### config.mk
export PLATFORM = sky130hd
export DESIGN_NAME = acc_store_unit
export DESIGN_NICKNAME = d
export VERILOG_FILES = /design/src/rtl/acc_store_pkg.sv /design/src/rtl/acs_rounder.sv /design/src/rtl/acs_saturator.sv /design/src/rtl/acs_addr_gen.sv /design/src/rtl/acc_store_unit.sv
export SDC_FILE = /design/constraint.sdc
export NUM_CORES = 1
export LEC_CHECK = 0
export BUFFER_PORTS_ARGS = -buffer_cell sky130_fd_sc_hd__buf_2
export CAP_MARGIN = 20
export CORE_ASPECT_RATIO = 0.6
export CORE_MARGIN = 4
export CORE_UTILIZATION = 40
export CTS_BUF_LIST = sky130_fd_sc_hd__clkbuf_16
export DETAILED_ROUTE_END_ITERATION = 8
export PLACE_DENSITY = 0.77
export SYNTH_ARGS = -nofsm -noshare
export SYNTH_HDL_FRONTEND = slang
export SYNTH_SLANG_ARGS = --single-unit
### constraint.sdc
create_clock -name clk -period 2.5 [get_ports clk]
set_input_delay 0.25 -clock clk [delete_from_list [all_inputs] [get_ports clk]]
set_output_delay 0.25 -clock clk [all_outputs]
set_load 0.1 [all_outputs]
### src/rtl/acc_store_pkg.sv
package acc_store_pkg;

    localparam int ACC_W   = 40;
    localparam int WORD_W  = 16;
    localparam int LO_W    = 16;
    localparam int ADDR_W  = 16;
    localparam int ADDR_STEP = 2;

    typedef enum logic {
        RND_CONVENTIONAL = 1'b0,
        RND_CONVERGENT   = 1'b1
    } rnd_mode_e;

    typedef struct packed {
        logic [WORD_W-1:0] data;
        logic [ADDR_W-1:0] addr;
        logic              to_reg;
    } store_rec_t;

    // Largest positive and most negative 1.15 words.
    function automatic logic [WORD_W-1:0] word_max();
        return {1'b0, {(WORD_W-1){1'b1}}};
    endfunction

    function automatic logic [WORD_W-1:0] word_min();
        return {1'b1, {(WORD_W-1){1'b0}}};
    endfunction

endpackage

### src/rtl/acs_rounder.sv
module acs_rounder
    import acc_store_pkg::*;
#(
    parameter int P_ACC_W = ACC_W,
    parameter int P_LO_W  = LO_W
) (
    input  logic [P_ACC_W-1:0] acc,
    input  logic               round_req,
    input  rnd_mode_e          mode,
    output logic [P_ACC_W-1:0] rounded
);
    localparam int HALF_BIT = P_LO_W - 1;

    logic half_set;
    logic below_half_nz;
    logic keep_lsb;
    logic bump;

    always_comb begin
        half_set      = acc[HALF_BIT];
        below_half_nz = |acc[HALF_BIT-1:0];
        keep_lsb      = acc[P_LO_W];
        bump = 1'b0;
        if (round_req) begin
            if (mode == RND_CONVENTIONAL)
                bump = half_set;
            else
                bump = half_set & (below_half_nz | keep_lsb);
        end
        // Full-width add so the carry reaches the guard bits.
        rounded = acc + (P_ACC_W'(bump) << P_LO_W);
    end

endmodule

### src/rtl/acs_saturator.sv
module acs_saturator
    import acc_store_pkg::*;
#(
    parameter int P_HI_W   = ACC_W - LO_W,
    parameter int P_WORD_W = WORD_W
) (
    input  logic [P_HI_W-1:0]   hi_part,
    input  logic                sat_en,
    output logic [P_WORD_W-1:0] word
);
    localparam int GUARD_N = P_HI_W - P_WORD_W + 1;

    logic [GUARD_N-1:0] guard;
    logic               out_of_range;

    always_comb begin
        guard        = hi_part[P_HI_W-1:P_WORD_W-1];
        out_of_range = !((&guard) || !(|guard));
        if (sat_en && out_of_range)
            word = hi_part[P_HI_W-1] ? word_min() : word_max();
        else
            word = hi_part[P_WORD_W-1:0];
    end

endmodule

### src/rtl/acs_addr_gen.sv
module acs_addr_gen
    import acc_store_pkg::*;
#(
    parameter int P_ADDR_W = ADDR_W,
    parameter int P_STEP   = ADDR_STEP
) (
    input  logic                clk,
    input  logic                rst,
    input  logic                step_en,
    input  logic                load_en,
    input  logic [P_ADDR_W-1:0] load_val,
    output logic [P_ADDR_W-1:0] ptr_q
);
    always_ff @(posedge clk) begin
        if (rst)
            ptr_q <= '0;
        else if (load_en)
            ptr_q <= load_val;
        else if (step_en)
            ptr_q <= ptr_q + P_ADDR_W'(P_STEP);
    end


    ptr_step_chk: assert property (@(posedge clk) disable iff (rst)
        (step_en && !load_en) |=> (ptr_q == $past(ptr_q) + P_ADDR_W'(P_STEP)));


    ptr_hold_chk: assert property (@(posedge clk) disable iff (rst)
        (!step_en && !load_en) |=> $stable(ptr_q));


    ptr_load_chk: assert property (@(posedge clk) disable iff (rst)
        load_en |=> (ptr_q == $past(load_val)));

endmodule

### src/rtl/acc_store_unit.sv
module acc_store_unit
    import acc_store_pkg::*;
(
    input  logic              clk,
    input  logic              rst,
    input  logic              store_req,
    input  logic [ACC_W-1:0]  acc_in,
    input  logic              round_req,
    input  logic              rnd_mode,
    input  logic              sat_en,
    input  logic              dst_indirect,
    input  logic              ptr_ld,
    input  logic [ADDR_W-1:0] ptr_ld_val,
    output logic              wr_strobe,
    output logic [WORD_W-1:0] wr_data,
    output logic [ADDR_W-1:0] wr_addr,
    output logic              wr_to_reg
);
    localparam int HI_W = ACC_W - LO_W;

    logic [ACC_W-1:0]  rounded;
    logic [WORD_W-1:0] sat_word;
    logic [ADDR_W-1:0] ptr_q;
    rnd_mode_e         mode_sel;
    store_rec_t        rec_q;
    logic              strobe_q;

    assign mode_sel = rnd_mode ? RND_CONVERGENT : RND_CONVENTIONAL;

    acs_rounder #(.P_ACC_W(ACC_W), .P_LO_W(LO_W)) u_round (
        .acc       (acc_in),
        .round_req (round_req),
        .mode      (mode_sel),
        .rounded   (rounded)
    );

    acs_saturator #(.P_HI_W(HI_W), .P_WORD_W(WORD_W)) u_sat (
        .hi_part (rounded[ACC_W-1:LO_W]),
        .sat_en  (sat_en),
        .word    (sat_word)
    );

    acs_addr_gen #(.P_ADDR_W(ADDR_W), .P_STEP(ADDR_STEP)) u_addr (
        .clk      (clk),
        .rst      (rst),
        .step_en  (store_req && dst_indirect),
        .load_en  (ptr_ld),
        .load_val (ptr_ld_val),
        .ptr_q    (ptr_q)
    );

    always_ff @(posedge clk) begin
        if (rst) begin
            strobe_q <= 1'b0;
            rec_q    <= '0;
        end else begin
            strobe_q <= store_req;
            if (store_req) begin
                rec_q.data   <= sat_word;
                rec_q.addr   <= dst_indirect ? ptr_q : '0;
                rec_q.to_reg <= !dst_indirect;
            end
        end
    end

    assign wr_strobe = strobe_q;
    assign wr_data   = rec_q.data;
    assign wr_addr   = rec_q.addr;
    assign wr_to_reg = rec_q.to_reg;


    strobe_cause_chk: assert property (@(posedge clk) disable iff (rst)
        wr_strobe |-> $past(store_req));


    strobe_follow_chk: assert property (@(posedge clk) disable iff (rst)
        store_req |=> wr_strobe);


    clamp_value_chk: assert property (@(posedge clk) disable iff (rst)
        (store_req && sat_en && (rounded[ACC_W-1] != rounded[LO_W+WORD_W-1]))
        |=> (wr_data == word_max() || wr_data == word_min()));


    trunc_pass_chk: assert property (@(posedge clk) disable iff (rst)
        (store_req && !round_req && !sat_en)
        |=> (wr_data == $past(acc_in[LO_W+WORD_W-1:LO_W])));


    addr_src_chk: assert property (@(posedge clk) disable iff (rst)
        (store_req && dst_indirect) |=> (wr_addr == $past(ptr_q) && !wr_to_reg));

endmodule

After elaboration in Yosys (flattened, before gate mapping)
Cells that the tools add are included.
Word-level totals
  register bits after elaboration: 50
  output and inout port bits: 34
  word-level logic and storage cells: 27
Operators by class
  bitwise gates (word level): 2
  $add $sub $neg: 2
  muxes and demuxes: 8
  reduce and logical (&&, ||, !) cells: 10
Operators by type and width (number)
  $mux W16: 5
  $add A40 B17 Y40: 1
  $add A16 B2 Y16 const B: 1
  $reduce_or A15 Y1: 1
  $reduce_and A9 Y1: 1
  $reduce_or A9 Y1: 1
  $logic_not A1 Y1: 3
  $mux W1: 3
  $logic_and A1 B1 Y1: 2
  $reduce_bool A2 Y1: 1
  $and A1 B1 Y1: 1
  $logic_or A1 B1 Y1: 1
  $or A1 B1 Y1: 1

Depth between registers and ports, before layout
  depth in word-level cells: 12
  mapped depth: 13

By module
Synthesis repeated with hierarchy kept, for this count alone.
Unflattened totals
  cell total of the unflattened synthesis: 344
  area, all modules: 3021.6 um2
Modules (own cells, without submodules)
  acc_store_unit: area each 1281.2 um2, seq. area each 680.7 um2, cells each 130, times used 1
  acs_addr_gen: area each 887.1 um2, seq. area each 320.3 um2, cells each 106, times used 1
  acs_rounder: area each 638.1 um2, seq. area each 0.0 um2, cells each 83, times used 1
  acs_saturator: area each 215.2 um2, seq. area each 0.0 um2, cells each 25, times used 1

Worst setup path after synthesis
OpenSTA, ideal clock, no wires.
  kind: input-to-reg
  start: input port rnd_mode
  end: register rec_q, in the netlist wr_data[13]
  required time: 2.367 ns
  stages on the path: 13
  data arrival time: 2.562 ns
  slack: -0.195 ns
  buffers on the path: 1
  cells stage by stage: nor4b_1 > nand4_1 > nor4_1 > nor2_1 > ha_1 > ha_1 > nand3_1 > or4_4 > nor4_1 > nor3_1 > o31ai_2 > buf_6 > o211ai_1
Between the ends
  cells in the longest elaborated chain, start to end: 10
RTL lines
  from (decl): RTL line acc_store_unit.sv:9  | input logic rnd_mode,
  $mux W1 (*): RTL line acc_store_unit.sv:28  | assign mode_sel = rnd_mode ? RND_CONVERGENT : RND_CONVENTIONAL;
  $mux W1 (*): RTL line acs_rounder.sv:25  | if (mode == RND_CONVENTIONAL)
  $mux W1 (*): RTL line acs_rounder.sv:24  | if (round_req) begin
  $add A40 B17 Y40 (*): RTL line acs_rounder.sv:31  | rounded = acc + (P_ACC_W'(bump) << P_LO_W);
  $reduce_or A9 Y1: RTL line acs_saturator.sv:18  | out_of_range = !((&guard) || !(|guard));
  $logic_not A1 Y1: RTL line acs_saturator.sv:18
  $logic_or A1 B1 Y1: RTL line acs_saturator.sv:18
  $logic_not A1 Y1: RTL line acs_saturator.sv:18
  $logic_and A1 B1 Y1: RTL line acs_saturator.sv:19  | if (sat_en && out_of_range)
  $mux W16 (*): RTL line acs_saturator.sv:19
  to (decl): RTL line acc_store_unit.sv:25  | store_rec_t rec_q;
Every way passes the cells marked *; elsewhere a longest branch is shown, timed or not.
A chain may end at the register's enable or synchronous reset.

Final worst setup path
  start: input port rnd_mode
  end: register rec_q, in the netlist wr_data[0]
The elaborated chain is that of the path after synthesis.

==> impl_metrics.toml <==
[status]
status = "completed"

[yosys]
syn-num-nets = 407
synth.most_common_cell = "dfxtp_1"
synth_edf_count = 0
synth_ff_type = "dfxtp_1"
synthCells = 340
synth_common_cells = "50 x dfxtp_1, 35 x nor2_1, 31 x nand2_1"
yosysTopAreaCellShare_pct = 36.0
synth.avg_cell_area_um2 = 8.18
synth.cell_area_um2 = 2780
ys_ff_latch = 50
synth.area.top_cells = "dfxtp_1 36%, xnor2_1 5.0%, nor2_1 4.7%"
ys_async_sr_fraction_pct = 0
yosysWarnings = 0
synth-seq-area-share_pct = 36.0
synth_top_area_cell = "dfxtp_1"
synth_cell_types = 52

[cts]
clock_latency_ns = 0.28
cts-root-buf = "clkbuf_16"
cts_buffers = 5
cts.sinks = 50
cts_tree = "yes"
htree_num_levels = 2
cts.path.max_buffers = 2
path_clk_slew_ns = 0.07

[timing]
clock.fmax_mhz = 400
hold_violations = 0
tightestPinTransition_ns = 0.499
rsz0062_at_grt = "yes"
min_period_ns = 2.50
drv_slew = 0
period_share_pct = 99.9
fin_skew_ns = 0.00545
finalSetupTns_ns = 0
hold-worst-slack_ns = 0.195
maxSlewHeadroom_pct = 67.0
fin_ws_ns = 0.00190
setup_viol = 0

[routing]
wl_um = 7810
drt-wirelength-per-cell_um = 14.7
drtIter0Drc = 177
drtPass1Iterations = 5
via_per_inst = 5.26
postRouteAntennaNets = 0
drc = 0
vias = 2796

[job]
maxCapViolations = 0

[place]
hpwl_um = 6180
globalplace.congestion = 0.847
placed_cell_area_um2 = 3540
dp.cells = 522
pre_cts_slack_ns = -0.322
io_buffers = 97

[critical_path]
end_kind = "register"
cp-start-kind = "primary input"
worstPathArrival_ns = 2.69
max_stage_delay_ns = 0.56
cp_slowest_cell = "or4_4"
critPathKind = "primary input to register"
path_max_fanout = 4
worstPathRequired_ns = 2.69
crit_chain = "buf_6, nor4b_4, nand4_1, nor4_1, nor2_1, ha_2, ha_4, nand3_2, or4_4, nor3_4, xor2_4, buf_4, a31oi_4, a311oi_1"
reg2reg_depth = 6

[power]
p_int_w = 0.00146
powerDensity_nw_per_um2 = 571
ir_worst_vdd_mv = 0.318
p_clk_share_pct = 35.3
switching_share_pct = 32.4
switchingPower_w = 0.000699
combPwrFrac_pct = 23.9
sequentialPowerShare_pct = 40.8
power.leakage_nw = 1.57

[cells_and_area]
stdcell_count = 532
finalInstanceArea_um2 = 3780
diodes = 0
nets = 511
area_growth_pct = 35.8
drive_gt1_share_pct = 33.0

[floorplanning]
die_w_um = 116
coreArea_um2 = 6710
die-area_um2 = 8400
die-height_um = 72.6
ios = 98
rows = 23
initial_core_util_pct = 41.5

[global_route]
antenna_found_initial = 0
groute.usage.overall_pct = 18.8
grt_pass1_wl_um = 12800
grt_max_degree = 42
overflow = 0
grt_pass1_vias = 2633

[min_path]
whs_path_depth = 3
hold_class = "primary input to register"
power by group through the flow:
stage / Clock (W) / Combinational, W / Sequential, W
floorplan: 0 / 0.000153 / 0.00110
finish: 0.000761 / 0.000516 / 0.000880
detailed placement: 0 / 0.000507 / 0.000896
global placement: 0 / 0.000500 / 0.000893
global route: 0.000811 / 0.000551 / 0.000885
CTS: 0.000780 / 0.000509 / 0.000879
routing by layer:
| metal | wire length (µm) | GRT usage [%] | share of wire (%) |
|---|---|---|---|
| met1 | 3670 | 27.9 | 47 |
| met4 | 36 | 2.70 | 0.46 |
| met3 | 547 | 3.56 | 7.0 |
| met2 | 3560 | 29.1 | 46 |
| met5 | 0 | 0 | 0 |
timing repair:
action | CTS | global route
setup buffers | 0 | 2
pin swaps | 2 | 3
hold buffers | 0 | 0
setup endpoints to repair | 3 | 16
gates cloned | 0 | 0
endpoints found under the hold margin | 0 | 0
resized for setup | 1 | 7
per-stage QoR:
step	utilization, %	power [W]
floorplan	-	0.00125
global placement	52.8	0.00139
detailed placement	52.8	0.00140
CTS	55.3	0.00217
global route	56.3	0.00225
finish	56.3	0.00216
critical path: cells and delay by family:
| kind | cells | cell delay (ns) |
|---|---|---|
| AO/OA/AOI/OAI | 2 | 0.34 |
| AND/OR/NAND/NOR | 7 | 1.18 |
| adder cells (fa/ha/maj) | 2 | 0.39 |
| buffers and inverters | 2 | 0.26 |
| XOR/XNOR | 1 | 0.26 |
final cells by class:
| cell class | instances | area (µm²) |
|---|---|---|
| clock buffer | 5 | 125 |
| clock inverter | 3 | 42.5 |
| fill | 630 | 2930 |
| inverter | 8 | 30.0 |
| multi-input combinational | 263 | 1800 |
| sequential | 50 | 1000 |
| tap | 87 | 109 |
| timing repair buffer | 116 | 672 |
kinds of logic after synthesis:
group | synth area share (%)
AOI/OAI and AO/OA | 14.5
xor gates and xnor gates | 8.77
adders and majority gates | 1.35
buffers and inverters | 4.27
DFF | 36.0
muxes | 2.92
and+or+nand+nor | 32.2
cells in the final DEF (no fill, tap or decap), types with 3 or more instances in the layout:
cell type,instances
nor4_1,5
nor4_2,3
buf_2,96
xor2_1,10
clkbuf_16,5
a311oi_1,3
nor2_1,35
mux2i_1,7
nand2_1,31
xnor2_1,16
a211oi_1,4
inv_1,8
buf_12,3
nand2b_1,19
and4_1,3
and3_1,6
nor3_1,8
nand4_1,12
buf_4,16
nand3_1,25
a21oi_1,26
o211ai_1,12
dfxtp_1,50
final timing paths:
kind / start / to / slack, ns
worst max-delay path: rnd_mode / wr_data[0] / 0.002
worst min-delay path: ptr_ld_val[2] / u_addr.ptr_q[2] / 0.20
worst max register to register: u_addr.ptr_q[3] / u_addr.ptr_q[13] / 0.76
worst min register to register: wr_addr[1] / wr_addr[1] / 0.47
Note: power is estimated with default switching activity, not from simulation.
